$ cat src/rtl/mbt_pkg.sv
package mbt_pkg;

  localparam int unsigned BYTE_W      = 8;
  localparam int unsigned NUM_PATS    = 4;
  localparam int unsigned PIDX_W      = $clog2(NUM_PATS);
  // save read, capture, three cycles per pattern, restore
  localparam int unsigned STEP_CYCLES = 3 + 3 * NUM_PATS;

  typedef enum logic [2:0] {
    ST_IDLE,
    ST_SAVE_RD,
    ST_SAVE_CAP,
    ST_PAT_WR,
    ST_PAT_RD,
    ST_PAT_CMP,
    ST_RESTORE
  } mbt_state_e;

  function automatic logic [BYTE_W-1:0] pat_value(input logic [PIDX_W-1:0] idx);
    logic [BYTE_W-1:0] v;
    case (idx)
      2'd0:    v = '0;
      2'd1:    v = '1;
      2'd2:    v = {(BYTE_W/2){2'b10}};
      default: v = {(BYTE_W/2){2'b01}};
    endcase
    return v;
  endfunction

endpackage

$ cat src/rtl/mbt_timer.sv
module mbt_timer #(
  parameter int unsigned IW = 16
) (
  input  logic          clk,
  input  logic          rst_n,
  input  logic          count_en,
  input  logic [IW-1:0] interval,
  output logic          due
);

  logic [IW-1:0] cnt;

  assign due = (cnt >= interval);

  always_ff @(posedge clk or negedge rst_n) begin
    if (!rst_n) begin
      cnt <= '0;
    end else if (!count_en) begin
      cnt <= '0;
    end else if (!due) begin
      cnt <= cnt + IW'(1);
    end
  end

endmodule

$ cat src/rtl/mbt_engine.sv
module mbt_engine
  import mbt_pkg::*;
#(
  parameter int unsigned AW    = 8,
  parameter int unsigned FIRST = 0,
  parameter int unsigned LAST  = 255
) (
  input  logic              clk,
  input  logic              rst_n,
  input  logic              start,
  input  logic [BYTE_W-1:0] rd_data,
  input  logic              err_clr,
  output logic              active,
  output logic              m_en,
  output logic              m_we,
  output logic [AW-1:0]     m_addr,
  output logic [BYTE_W-1:0] m_wdata,
  output logic              err_flag,
  output logic [AW-1:0]     err_addr,
  output logic [PIDX_W-1:0] err_pat,
  output logic              pass_done
);

  localparam logic [AW-1:0]     FIRST_A  = AW'(FIRST);
  localparam logic [AW-1:0]     LAST_A   = AW'(LAST);
  localparam logic [PIDX_W-1:0] PIDX_END = PIDX_W'(NUM_PATS - 1);

  mbt_state_e          state;
  logic [PIDX_W-1:0]   pidx;
  logic [AW-1:0]       ptr;
  logic [BYTE_W-1:0]   saved;
  logic                fail_seen;
  logic [PIDX_W-1:0]   fail_idx;
  logic                at_end;

  assign at_end = (ptr == LAST_A);

  // sequencing of one step
  always_ff @(posedge clk or negedge rst_n) begin
    if (!rst_n) begin
      state     <= ST_IDLE;
      pidx      <= '0;
      ptr       <= FIRST_A;
      saved     <= '0;
      fail_seen <= 1'b0;
      fail_idx  <= '0;
    end else begin
      case (state)
        ST_IDLE: begin
          if (start) begin
            state     <= ST_SAVE_RD;
            pidx      <= '0;
            fail_seen <= 1'b0;
          end
        end
        ST_SAVE_RD:  state <= ST_SAVE_CAP;
        ST_SAVE_CAP: begin
          saved <= rd_data;
          state <= ST_PAT_WR;
        end
        ST_PAT_WR:   state <= ST_PAT_RD;
        ST_PAT_RD:   state <= ST_PAT_CMP;
        ST_PAT_CMP: begin
          if ((rd_data != pat_value(pidx)) && !fail_seen) begin
            fail_seen <= 1'b1;
            fail_idx  <= pidx;
          end
          if (pidx == PIDX_END) begin
            state <= ST_RESTORE;
          end else begin
            pidx  <= pidx + PIDX_W'(1);
            state <= ST_PAT_WR;
          end
        end
        ST_RESTORE: begin
          state <= ST_IDLE;
          ptr   <= at_end ? FIRST_A : ptr + AW'(1);
        end
        default: state <= ST_IDLE;
      endcase
    end
  end

  // sticky error capture
  always_ff @(posedge clk or negedge rst_n) begin
    if (!rst_n) begin
      err_flag <= 1'b0;
      err_addr <= '0;
      err_pat  <= '0;
    end else if (state == ST_RESTORE && fail_seen) begin
      err_flag <= 1'b1;
      if (!err_flag || err_clr) begin
        err_addr <= ptr;
        err_pat  <= fail_idx;
      end
    end else if (err_clr) begin
      err_flag <= 1'b0;
    end
  end

  // RAM command for the current cycle
  always_comb begin
    active    = (state != ST_IDLE);
    m_en      = (state == ST_SAVE_RD) || (state == ST_PAT_WR) ||
                (state == ST_PAT_RD)  || (state == ST_RESTORE);
    m_we      = (state == ST_PAT_WR)  || (state == ST_RESTORE);
    m_addr    = ptr;
    m_wdata   = (state == ST_RESTORE) ? saved : pat_value(pidx);
    pass_done = (state == ST_RESTORE) && at_end;
  end

endmodule

$ cat src/rtl/mbt_portmux.sv
module mbt_portmux
  import mbt_pkg::*;
#(
  parameter int unsigned AW = 8
) (
  input  logic              clk,
  input  logic              rst_n,
  input  logic              eng_active,
  input  logic              eng_en,
  input  logic              eng_we,
  input  logic [AW-1:0]     eng_addr,
  input  logic [BYTE_W-1:0] eng_wdata,
  input  logic              f_valid,
  input  logic              f_we,
  input  logic [AW-1:0]     f_addr,
  input  logic [BYTE_W-1:0] f_wdata,
  output logic              f_ready,
  output logic              f_rvalid,
  output logic              ram_en,
  output logic              ram_we,
  output logic [AW-1:0]     ram_addr,
  output logic [BYTE_W-1:0] ram_wdata
);

  always_comb begin
    f_ready = !eng_active;
    if (eng_active) begin
      ram_en    = eng_en;
      ram_we    = eng_we;
      ram_addr  = eng_addr;
      ram_wdata = eng_wdata;
    end else begin
      ram_en    = f_valid;
      ram_we    = f_valid && f_we;
      ram_addr  = f_addr;
      ram_wdata = f_wdata;
    end
  end

  always_ff @(posedge clk or negedge rst_n) begin
    if (!rst_n) begin
      f_rvalid <= 1'b0;
    end else begin
      f_rvalid <= f_valid && !eng_active && !f_we;
    end
  end

endmodule

$ cat src/rtl/mem_bg_tester.sv
module mem_bg_tester
  import mbt_pkg::*;
#(
  parameter int unsigned AW          = 8,
  parameter int unsigned IW          = 16,
  parameter int unsigned RANGE_FIRST = 0,
  parameter int unsigned RANGE_LAST  = 255
) (
  input  logic              clk,
  input  logic              rst_n,
  input  logic              enable,
  input  logic [IW-1:0]     interval,
  input  logic              err_clr,
  input  logic              f_valid,
  output logic              f_ready,
  input  logic              f_we,
  input  logic [AW-1:0]     f_addr,
  input  logic [7:0]        f_wdata,
  output logic              f_rvalid,
  output logic [7:0]        f_rdata,
  output logic              ram_en,
  output logic              ram_we,
  output logic [AW-1:0]     ram_addr,
  output logic [7:0]        ram_wdata,
  input  logic [7:0]        ram_rdata,
  output logic              err_flag,
  output logic [AW-1:0]     err_addr,
  output logic [1:0]        err_pat,
  output logic              pass_done
);

  logic              eng_active;
  logic              eng_en;
  logic              eng_we;
  logic [AW-1:0]     eng_addr;
  logic [BYTE_W-1:0] eng_wdata;
  logic              due;
  logic              start;

  assign start   = due && enable && !f_valid && !eng_active;
  assign f_rdata = ram_rdata;

  mbt_timer #(.IW(IW)) u_timer (
    .clk      (clk),
    .rst_n    (rst_n),
    .count_en (enable && !eng_active),
    .interval (interval),
    .due      (due)
  );

  mbt_engine #(.AW(AW), .FIRST(RANGE_FIRST), .LAST(RANGE_LAST)) u_engine (
    .clk       (clk),
    .rst_n     (rst_n),
    .start     (start),
    .rd_data   (ram_rdata),
    .err_clr   (err_clr),
    .active    (eng_active),
    .m_en      (eng_en),
    .m_we      (eng_we),
    .m_addr    (eng_addr),
    .m_wdata   (eng_wdata),
    .err_flag  (err_flag),
    .err_addr  (err_addr),
    .err_pat   (err_pat),
    .pass_done (pass_done)
  );

  mbt_portmux #(.AW(AW)) u_mux (
    .clk        (clk),
    .rst_n      (rst_n),
    .eng_active (eng_active),
    .eng_en     (eng_en),
    .eng_we     (eng_we),
    .eng_addr   (eng_addr),
    .eng_wdata  (eng_wdata),
    .f_valid    (f_valid),
    .f_we       (f_we),
    .f_addr     (f_addr),
    .f_wdata    (f_wdata),
    .f_ready    (f_ready),
    .f_rvalid   (f_rvalid),
    .ram_en     (ram_en),
    .ram_we     (ram_we),
    .ram_addr   (ram_addr),
    .ram_wdata  (ram_wdata)
  );

endmodule

$ cat config.mk
export PLATFORM = sky130hd
export DESIGN_NAME = mem_bg_tester
export DESIGN_NICKNAME = d
export VERILOG_FILES = /design/src/rtl/mbt_pkg.sv /design/src/rtl/mbt_timer.sv /design/src/rtl/mbt_engine.sv /design/src/rtl/mbt_portmux.sv /design/src/rtl/mem_bg_tester.sv
export SDC_FILE = /design/constraint.sdc
export NUM_CORES = 1
export LEC_CHECK = 0
export ABC_AREA = 1
export BUFFER_PORTS_ARGS = -buffer_cell sky130_fd_sc_hd__clkbuf_2
export CORE_ASPECT_RATIO = 0.8
export CORE_MARGIN = 10
export CORE_UTILIZATION = 35
export CTS_CLUSTER_DIAMETER = 120
export DETAILED_ROUTE_END_ITERATION = 6
export HOLD_SLACK_MARGIN = 0.05
export MAX_ROUTING_LAYER = met4
export PLACE_DENSITY_LB_ADDON = 0.3
export SETUP_SLACK_MARGIN = 0.05
export SYNTH_ARGS = -nofsm -noshare
export SYNTH_HDL_FRONTEND = slang
export SYNTH_SLANG_ARGS = --single-unit
$ cat constraint.sdc
create_clock -name clk -period 2.7 [get_ports clk]
set_input_delay 0.27 -clock clk [delete_from_list [all_inputs] [get_ports clk]]
set_output_delay 0.27 -clock clk [all_outputs]
set_load 0.05 [all_outputs]
### After elaboration in Yosys (flattened, before gate mapping)

Index checks and enable logic that the tools add are counted.

* $add $sub $neg: 3
* equal/unequal tests: 15
* $lt $le $gt $ge: 1
* multiplexer cells: 21
* reduce and logical (&&, ||, !) cells: 29

Operator list (number)
* $mux W8: 5
* $mux W16: 2
* $pmux W8 S3: 1
* $pmux W3 S6: 1
* $add A16 B1 Y16 const B: 1
* $ge A16 B16 Y1: 1
* $logic_and A1 B1 Y1: 10
* $eq A3 B3 Y1 const B: 3
* $add A8 B1 Y8 const B: 1
* $eq A8 B8 Y1 const B: 1
* $ne A8 B8 Y1: 1
* $eq A3 B2 Y1 const B: 2
* $mux W1: 6
* $mux W3: 2
* $ne A2 B2 Y1 const B: 3
* $reduce_and A3 Y1: 2
* $logic_not A1 Y1: 5
* $logic_or A1 B1 Y1: 5
* $eq A2 B2 Y1 const B: 2
* $mux W2: 2
* $pmux W2 S2: 1
* $reduce_and A2 Y1: 2
* $reduce_bool A2 Y1: 2
* $eq A3 B1 Y1 const B: 1
* other kinds (7): 7

* word-level logic and storage cells: 80
* input port bits: 46
* flip-flop bits (word level): 52
* output and inout port bits: 40

### Depth between registers and ports, before layout

Gate-level depths: netlist of run 1.

* depth after elaboration: 7
* mapped depth: 15
* mapped depth without buffers: 15

### Cells and area by module

From an unflattened synthesis of run 1, not the netlist that was laid out.

* cell total of the unflattened synthesis: 505
* area, all modules: 3681.0 µm²

Modules (own cells, without submodules)
* mbt_engine: seq. area each 875.8 µm², cells an instance 207, area each 1714.1 µm², instances 1
* mbt_timer: seq. area each 400.4 µm², cells an instance 224, area each 1594.0 µm², instances 1
* mbt_portmux: seq. area each 25.0 µm², cells an instance 60, area each 285.3 µm², instances 1
* mem_bg_tester: seq. area each 0.0 µm², cells an instance 14, area each 87.6 µm², instances 1

### Worst setup path after synthesis of run 1

No wires, ideal clock.

* path type: reg-to-reg
* start: register u_engine.state[0]
* end: register u_engine.ptr[7] (netlist: u_engine.m_addr[7])
* path buffers: 0
* path slack: -0.070 ns
* setup time: 0.205 ns
* required time: 2.495 ns
* clock period less this slack: 2.770 ns
* stages on the path, launching flop included: 6
* data arrival time: 2.564 ns
* path through: dfrtp_1 -> or2_4 -> nor2_8 -> inv_4 -> nor4_1 -> nor3b_2

* longest elaborated chain between the ends: 1

RTL lines
* start, declared: RTL line mbt_engine.sv:28 `mbt_state_e state;`
* start signal, assigned: RTL line mbt_engine.sv:41 `state <= ST_IDLE;`
* start signal, assigned: RTL line mbt_engine.sv:51 `state <= ST_SAVE_RD;`
* start signal, assigned: RTL line mbt_engine.sv:56 `ST_SAVE_RD: state <= ST_SAVE_CAP;`
* $eq A3 B3 Y1: RTL line mbt_engine.sv:48 `case (state)`
* end signal, assigned: RTL line mbt_engine.sv:77 `ptr <= at_end ? FIRST_A : ptr + AW'(1);`
* end, declared: RTL line mbt_engine.sv:30 `logic [AW-1:0] ptr;`

No other way between the ends.
A chain may end at the register's enable or synchronous reset.

### Final worst setup path of run 1

* start: register u_engine.state[0]
* end: output ram_wdata[2]

* longest elaborated chain between the ends: 3
* elaborated cells on any way between the ends: 4
* classes of those cells: 1 x eq/ne; 2 x mux; 1 x reduce/logical

RTL lines
* $eq A3 B3 Y1: RTL line mbt_engine.sv:108 `m_wdata = (state == ST_RESTORE) ? saved : pat_value(pidx);`
* $mux W8: RTL line mbt_engine.sv:108
* $mux W8 *: RTL line mbt_portmux.sv:27 `if (eng_active) begin`
* end, declared: RTL line mem_bg_tester.sv:24 `output logic [7:0] ram_wdata,`

Mark *: on every way between the ends. The rest lies on a longest branch, timed or not.

==> flow_metrics.env, run 1 <==
export IMPL_status="finished clean"
export IMPL_hold_viol=0
export IMPL_crit_arrival_ns=2.05
export IMPL_crit_required_ns=2.43
export IMPL_grt_pass1_wl_mm=14.0
export IMPL_rsz0062_at_grt="false"
export IMPL_layout_nets=590
export IMPL_ys_seq_area_frac=0.393
export IMPL_p_leak_uw=0.00207
export IMPL_fmax_mhz=432
export IMPL_die_h_um=107
export IMPL_start_util=0.362
export IMPL_synth_area_leader_cell="dfrtp_1"
export IMPL_ys_warn_count=0
export IMPL_cp_max_fo=10
export IMPL_grt_pass1_vias=3050
export IMPL_hpwlAfterDp_mm=6.61
export IMPL_syn_area_um2=3310
export IMPL_coreArea_um2=9150
export IMPL_grt_max_degree=29
export IMPL_syn_inst=443
export IMPL_worstSetupPathType="register to output pin"
export IMPL_fin_cells=640
export IMPL_switching_share=0.482
export IMPL_max_slew_margin=0.699
export IMPL_final_antenna_net_count=0
export IMPL_dr_pass1_iters=4
export IMPL_synth_fp_nets=509
export IMPL_finalWirelength_mm=8.26
export IMPL_num_rows=31
export IMPL_synth_area_leaders="dfrtp_1 (39%), nand2_1 (13%), ha_1 (7.6%), inv_1 (7.0%), o21ai_0 (6.2%)"
export IMPL_place_inst=631
export IMPL_power_density_nw_per_um2=830
export IMPL_p_int_uw=1720
export IMPL_antenna_cells=0
export IMPL_port_buffers=85
export IMPL_pwr_share_clk=0.228
export IMPL_cts_root_buf="clkbuf_16"
export IMPL_endpoint_kind="output pin"
export IMPL_final_core_util=0.438
export IMPL_htree_levels=2
export IMPL_period_share=0.858
export IMPL_drcViolationCount=0
export IMPL_routedWlPerCell_um=12.9
export IMPL_numClockSinks=52
export IMPL_setup_viol_count_final=0
export IMPL_vias=3085
export IMPL_min_path_type="input port to register"
export IMPL_tightest_slew_ns=0.451
export IMPL_tns_ns=0
export IMPL_routedLengthMet1_mm=3.96
export IMPL_dr_wl_met3_um=457
export IMPL_synth_edf_count=0
export IMPL_die_area_um2=13800
export IMPL_clk_pin_slew_ns=0.07
export IMPL_maxCapViolations=0
export IMPL_cts_tree="built"
export IMPL_power_switching_uw=1600
export IMPL_ys_ff_latch=52
export IMPL_vias_per_cell=4.82
export IMPL_cp_start_kind="register"
export IMPL_gp_congestion=0.859
export IMPL_avgSynthCellArea_um2=7.48
export IMPL_peakVddDrop_uv=709
export IMPL_p_seq_frac=0.301
export IMPL_holdWs_ns=0.136
export IMPL_antenna_found_initial=0
export IMPL_die_w_um=129
export IMPL_finalClockSkew_ns=0.00666
export IMPL_numCtsBuffers=5
export IMPL_async_flop_share=1.00
export IMPL_drt_initial_drc_count=156
export IMPL_pin_count=86
export IMPL_maxSlewViolCount=0
export IMPL_cts_buffer_depth=2
export IMPL_wl_met2_mm=3.75
export IMPL_synth_flop_cell="dfrtp_1"
export IMPL_grt_overflow_total=0
export IMPL_layout_drive_gt1_share=0.217
export IMPL_clkLatencyLatePin_ns=0.29
export IMPL_grt_use_total=0.124
export IMPL_combPwrFrac=0.471
export IMPL_synth_cell_types=36
export IMPL_area_delta_synth_final_pct=21.0
export IMPL_fin_crit_ns=2.32
export IMPL_top_layer="met4"
export IMPL_synth_top_cell_area_share=0.393
-- worst max-delay path, cell delays in order, from the launching register on --
cell      delay (ns)
dfrtp_1         0.42
nor2_1          0.10
inv_1           0.08
nor2_4          0.14
clkinv_1        0.27
o21ai_0         0.17
inv_1           0.11
a21oi_1         0.15
clkbuf_2        0.30
-- power by group through the flow --
stage          Sequential [uW]  Combinational (uW)  Clock (uW)
2_1_floorplan             1080                1130           0
3_3_place_gp              1010                1560           0
3_5_place_dp              1010                1580           0
4_1_cts                    999                1580         779
5_1_grt                   1020                1720         809
6_report                  1000                1570         760
-- routing by layer --
metal / track usage / vias to the layer above
met5: - / -
li1: - / 1580
met2: 0.200 / 79
met3: 0.0271 / 7
met4: 0.0340 / 0
met1: 0.154 / 1419
-- stage by stage --
| stage | setup WS (ns) | cell area, um2 | total power, uW |
|---|---|---|---|
| after floorplan | 0.281 | 3320 | 2210 |
| after global placement | 0.795 | 3820 | 2570 |
| after detailed placement | 0.712 | 3820 | 2590 |
| after CTS | 0.394 | 4010 | 3360 |
| after global routing | 0.193 | 4010 | 3550 |
| final | 0.384 | 4010 | 3330 |
-- Yosys cell counts, types with 2 or more instances --
cell	n
o21ai_1	2
inv_1	62
dfrtp_1	52
nor2_4	2
buf_2	4
o21ai_0	41
a21oi_1	18
mux2_2	2
nor2_1	35
ha_1	20
nand2_1	111
clkbuf_1	2
nand4_1	6
buf_4	8
xor2_1	13
nor4_1	4
nand3_1	28
nor3_1	15
-- layout make-up --
type	instances	area, um2
multi-input cells	310	1680
clock inverters	2	38.8
flip-flops and latches	52	1300
clock buffers	6	139
inverters	65	246
repair buffers	90	465
fillers	939	5140
well taps	115	144
-- path summary, 6_finish.rpt --
path,depth (start not counted),endpoint,from,slack [ns]
setup / recovery,8,ram_wdata[2],u_engine.state[0],0.38
hold / removal,2,u_mux.f_rvalid,f_we,0.14
setup reg to reg,9,u_timer.cnt[0],u_engine.state[0],0.70
hold reg to reg,2,u_engine.saved[7],u_engine.saved[7],0.48
max in group asynchronous,3,u_timer.cnt[1],rst_n,1.89
min in group asynchronous,3,u_engine.err_addr[5],rst_n,0.51
-- cell usage in the layout, fill, tap and decap left out, types with 2 or more instances in the layout --
| cell | Yosys | layout |
|---|---|---|
| o21ai_0 | 41 | 41 |
| ha_1 | 20 | 20 |
| inv_1 | 62 | 62 |
| clkbuf_2 | 1 | 85 |
| nand3_1 | 28 | 28 |
| dfrtp_1 | 52 | 52 |
| clkbuf_16 | 0 | 5 |
| mux2_2 | 2 | 2 |
| o21ai_1 | 2 | 2 |
| nand2_1 | 111 | 111 |
| nand4_1 | 6 | 6 |
| nor2_1 | 35 | 35 |
| nor4_1 | 4 | 3 |
| nor3_1 | 15 | 15 |
| a21oi_1 | 18 | 18 |
| buf_4 | 8 | 4 |
| nor2_4 | 2 | 2 |
| xor2_1 | 13 | 13 |
-- registers in the layout (all words and copies together) (netlist names) --
signal	cells
u_timer.cnt	16
u_engine.err_addr	8
u_engine.m_addr	8
u_engine.saved	8
u_engine.state	3
u_engine.err_pat	2
u_engine.fail_idx	2
u_engine.pidx	2
u_engine.err_flag	1
u_engine.fail_seen	1
u_mux.f_rvalid	1
-- cells by family (layout without fill, tap and decap cells) --
| kind of cell | count (synthesis) | count (layout) | synth area share |
|---|---|---|---|
| adders and majority gates | 20 | 20 | 0.0755 |
| xor gates and xnor gates | 14 | 14 | 0.0370 |
| muxes | 2 | 2 | 0.00680 |
| DFF | 52 | 52 | 0.393 |
| and+or+nand+nor | 210 | 210 | 0.286 |
| AOI/OAI and AO/OA | 64 | 64 | 0.0989 |
| buffers and inverters | 81 | 163 | 0.103 |
-- what timing repair did --
item,CTS,global route
hold buffers,1,0
gates resized for setup,0,0
setup buffers,0,0
endpoints found under the setup margin,0,0
endpoints found under the hold margin,52,0
No activity file was read; power rests on OpenSTA's default activity.
==> run 2: changes to the inputs <==
BUFFER_PORTS_ARGS = -buffer_cell sky130_fd_sc_hd__buf_2   (was -buffer_cell sky130_fd_sc_hd__clkbuf_2)
SKIP_LAST_GASP = 1   (was unset)
==> run 2 against run 1 <==
Via count is 1.9% lower; sequential power is essentially flat; largest cell class unchanged; utilization is 0.30 points lower; largest power group unchanged; cell count unchanged; worst hold slack worse by 0.10 ns.
==> flow_metrics.env, run 2 (synthesis results as in run 1) <==
export IMPL_status="finished clean"
export IMPL_fmax_mhz=451
export IMPL_grt_pass1_wl_mm=14.2
export IMPL_period_share=0.821
export IMPL_maxSlewViolCount=0
export IMPL_switching_share=0.498
export IMPL_power_switching_uw=1610
export IMPL_cts_tree="built"
export IMPL_min_path_type="input port to asynchronous set/reset pin"
export IMPL_die_area_um2=13800
export IMPL_start_util=0.362
export IMPL_clkLatencyLatePin_ns=0.29
export IMPL_worstSetupPathType="register to output pin"
export IMPL_pin_count=86
export IMPL_grt_pass1_vias=3038
export IMPL_vias_per_cell=4.73
export IMPL_post_cts_buffers=0
export IMPL_die_w_um=129
export IMPL_p_seq_frac=0.309
export IMPL_layout_drive_gt1_share=0.219
export IMPL_drcViolationCount=0
export IMPL_vias=3025
export IMPL_clk_pin_slew_ns=0.07
export IMPL_cts_buffer_depth=2
export IMPL_cp_cell_sequence="nor2_1 > inv_1 > nor2_4 > clkinv_1 > o21ai_0 > inv_1 > a21oi_1 > buf_2"
export IMPL_p_leak_uw=0.00205
export IMPL_port_buffers=85
export IMPL_area_delta_synth_final_pct=20.2
export IMPL_combPwrFrac=0.488
export IMPL_final_antenna_net_count=0
export IMPL_p_int_uw=1620
export IMPL_cts_root_buf="clkbuf_16"
export IMPL_layout_common_cells="nand2_1 (111), buf_2 (85), inv_1 (62)"
export IMPL_numCtsBuffers=5
export IMPL_cp_start_kind="register"
export IMPL_crit_top_cell="inv_1"
export IMPL_num_rows=31
export IMPL_gp_congestion=0.863
export IMPL_largest_register_ff_count=16
export IMPL_htree_levels=2
export IMPL_max_slew_margin=0.509
export IMPL_cpMaxStageDelayCell="dfrtp_1"
export IMPL_coreArea_um2=9150
export IMPL_antenna_cells=0
export IMPL_maxCapViolations=0
export IMPL_tns_ns=0
export IMPL_final_common_cell="nand2_1"
export IMPL_hpwlAfterDp_mm=6.71
export IMPL_rsz0062_at_grt="false"
export IMPL_endpoint_kind="output pin"
export IMPL_power_density_nw_per_um2=812
export IMPL_drt_initial_drc_count=150
export IMPL_finalWirelength_mm=8.40
export IMPL_numClockSinks=52
export IMPL_grt_max_degree=34
export IMPL_cp_max_fo=10
export IMPL_routedWlPerCell_um=13.1
export IMPL_finalClockSkew_ns=0.0102
export IMPL_cpLargestDelayFamily="buffers and inverters"
export IMPL_peakVddDrop_uv=642
export IMPL_fin_crit_ns=2.22
export IMPL_slowest_delay_ns=0.42
export IMPL_cts_resized_gates=0
export IMPL_postCtsHoldBufs=0
export IMPL_layout_nets=590
export IMPL_power_uw=3230
export IMPL_crit_buf_inv=4
export IMPL_tightest_slew_ns=0.737
export IMPL_hold_viol=0
export IMPL_pwr_share_clk=0.204
export IMPL_die_h_um=107
export IMPL_crit_arrival_ns=1.95
export IMPL_grt_overflow_total=0
export IMPL_largest_register="u_timer.cnt"
export IMPL_final_core_util=0.435
export IMPL_antenna_found_initial=0
export IMPL_setup_viol_count_final=0
export IMPL_grt_use_total=0.127
export IMPL_dr_pass1_iters=4
export IMPL_crit_required_ns=2.43
==> run 2: cell count changes in the layout (fill, tap and decap cells not counted), sizes merged <==
cell,delta
clkbuf,-86
bufinv,-1
dlygate4sd3,-1
inv,+1
clkinvlp,+1
buf,+86
==> run 2: area by class of cell <==
class	instances	area [um2]
Tap cell	115	144
Fill cell	942	5170
Clock inverter	3	27.5
Inverter	65	246
Timing Repair Buffer	90	463
Multi-Input combinational cell	310	1680
Clock buffer	5	125
Sequential cell	52	1300
==> run 2: layer usage <==
layer  wire [um]  global-route usage
met1        4120               0.164
met2        3770               0.196
met5           0                   -
met3         455              0.0325
met4          48              0.0284
==> run 2: power by group through the flow <==
stage / clock network [uW] / registers [uW] / logic [uW]
2_1_floorplan: 0 / 1080 / 1130
3_3_place_gp: 0 / 1010 / 1570
3_5_place_dp: 0 / 1010 / 1580
4_1_cts: 684 / 997 / 1590
5_1_grt: 718 / 1020 / 1700
6_report: 658 / 999 / 1580
==> run 2: through the flow <==
step	instance area, um2	cells	setup slack [ns]	hold WS (ns)
final	3980	640	0.483	0.0330
after global routing	3980	640	0.288	0.0874
after CTS	3980	640	0.464	0.0640
after detailed placement	3830	632	0.605	0.384
after global placement	3830	632	0.671	0.389
after floorplan	3320	443	0.281	-0.0256
==> run 2: worst register-to-register path, cell delays in order, from the launching register on <==
cell and delay (ns):
dfrtp_1 0.44, ha_1 0.32, nand2_1 0.05, inv_1 0.05, nand2_1 0.06, nor2_1 0.12
nor2_1 0.05, nand2_1 0.09, nand2_1 0.06, nand2_1 0.11, nand2_1 0.19, inv_1 0.29
o21ai_0 0.15
==> run 2: worst paths after layout <==
kind,slack [ns],endpoint,startpoint,depth (start not counted)
setup / recovery,0.48,ram_wdata[1],u_engine.state[0],8
hold / removal,0.03,u_engine.err_addr[6],rst_n,1
setup reg to reg,0.61,u_timer.cnt[13],u_timer.cnt[5],12
hold reg to reg,0.48,u_engine.err_addr[3],u_engine.err_addr[3],2
max in group asynchronous,2.00,u_engine.err_pat[1],rst_n,2
min in group clk,0.14,u_mux.f_rvalid,f_we,2
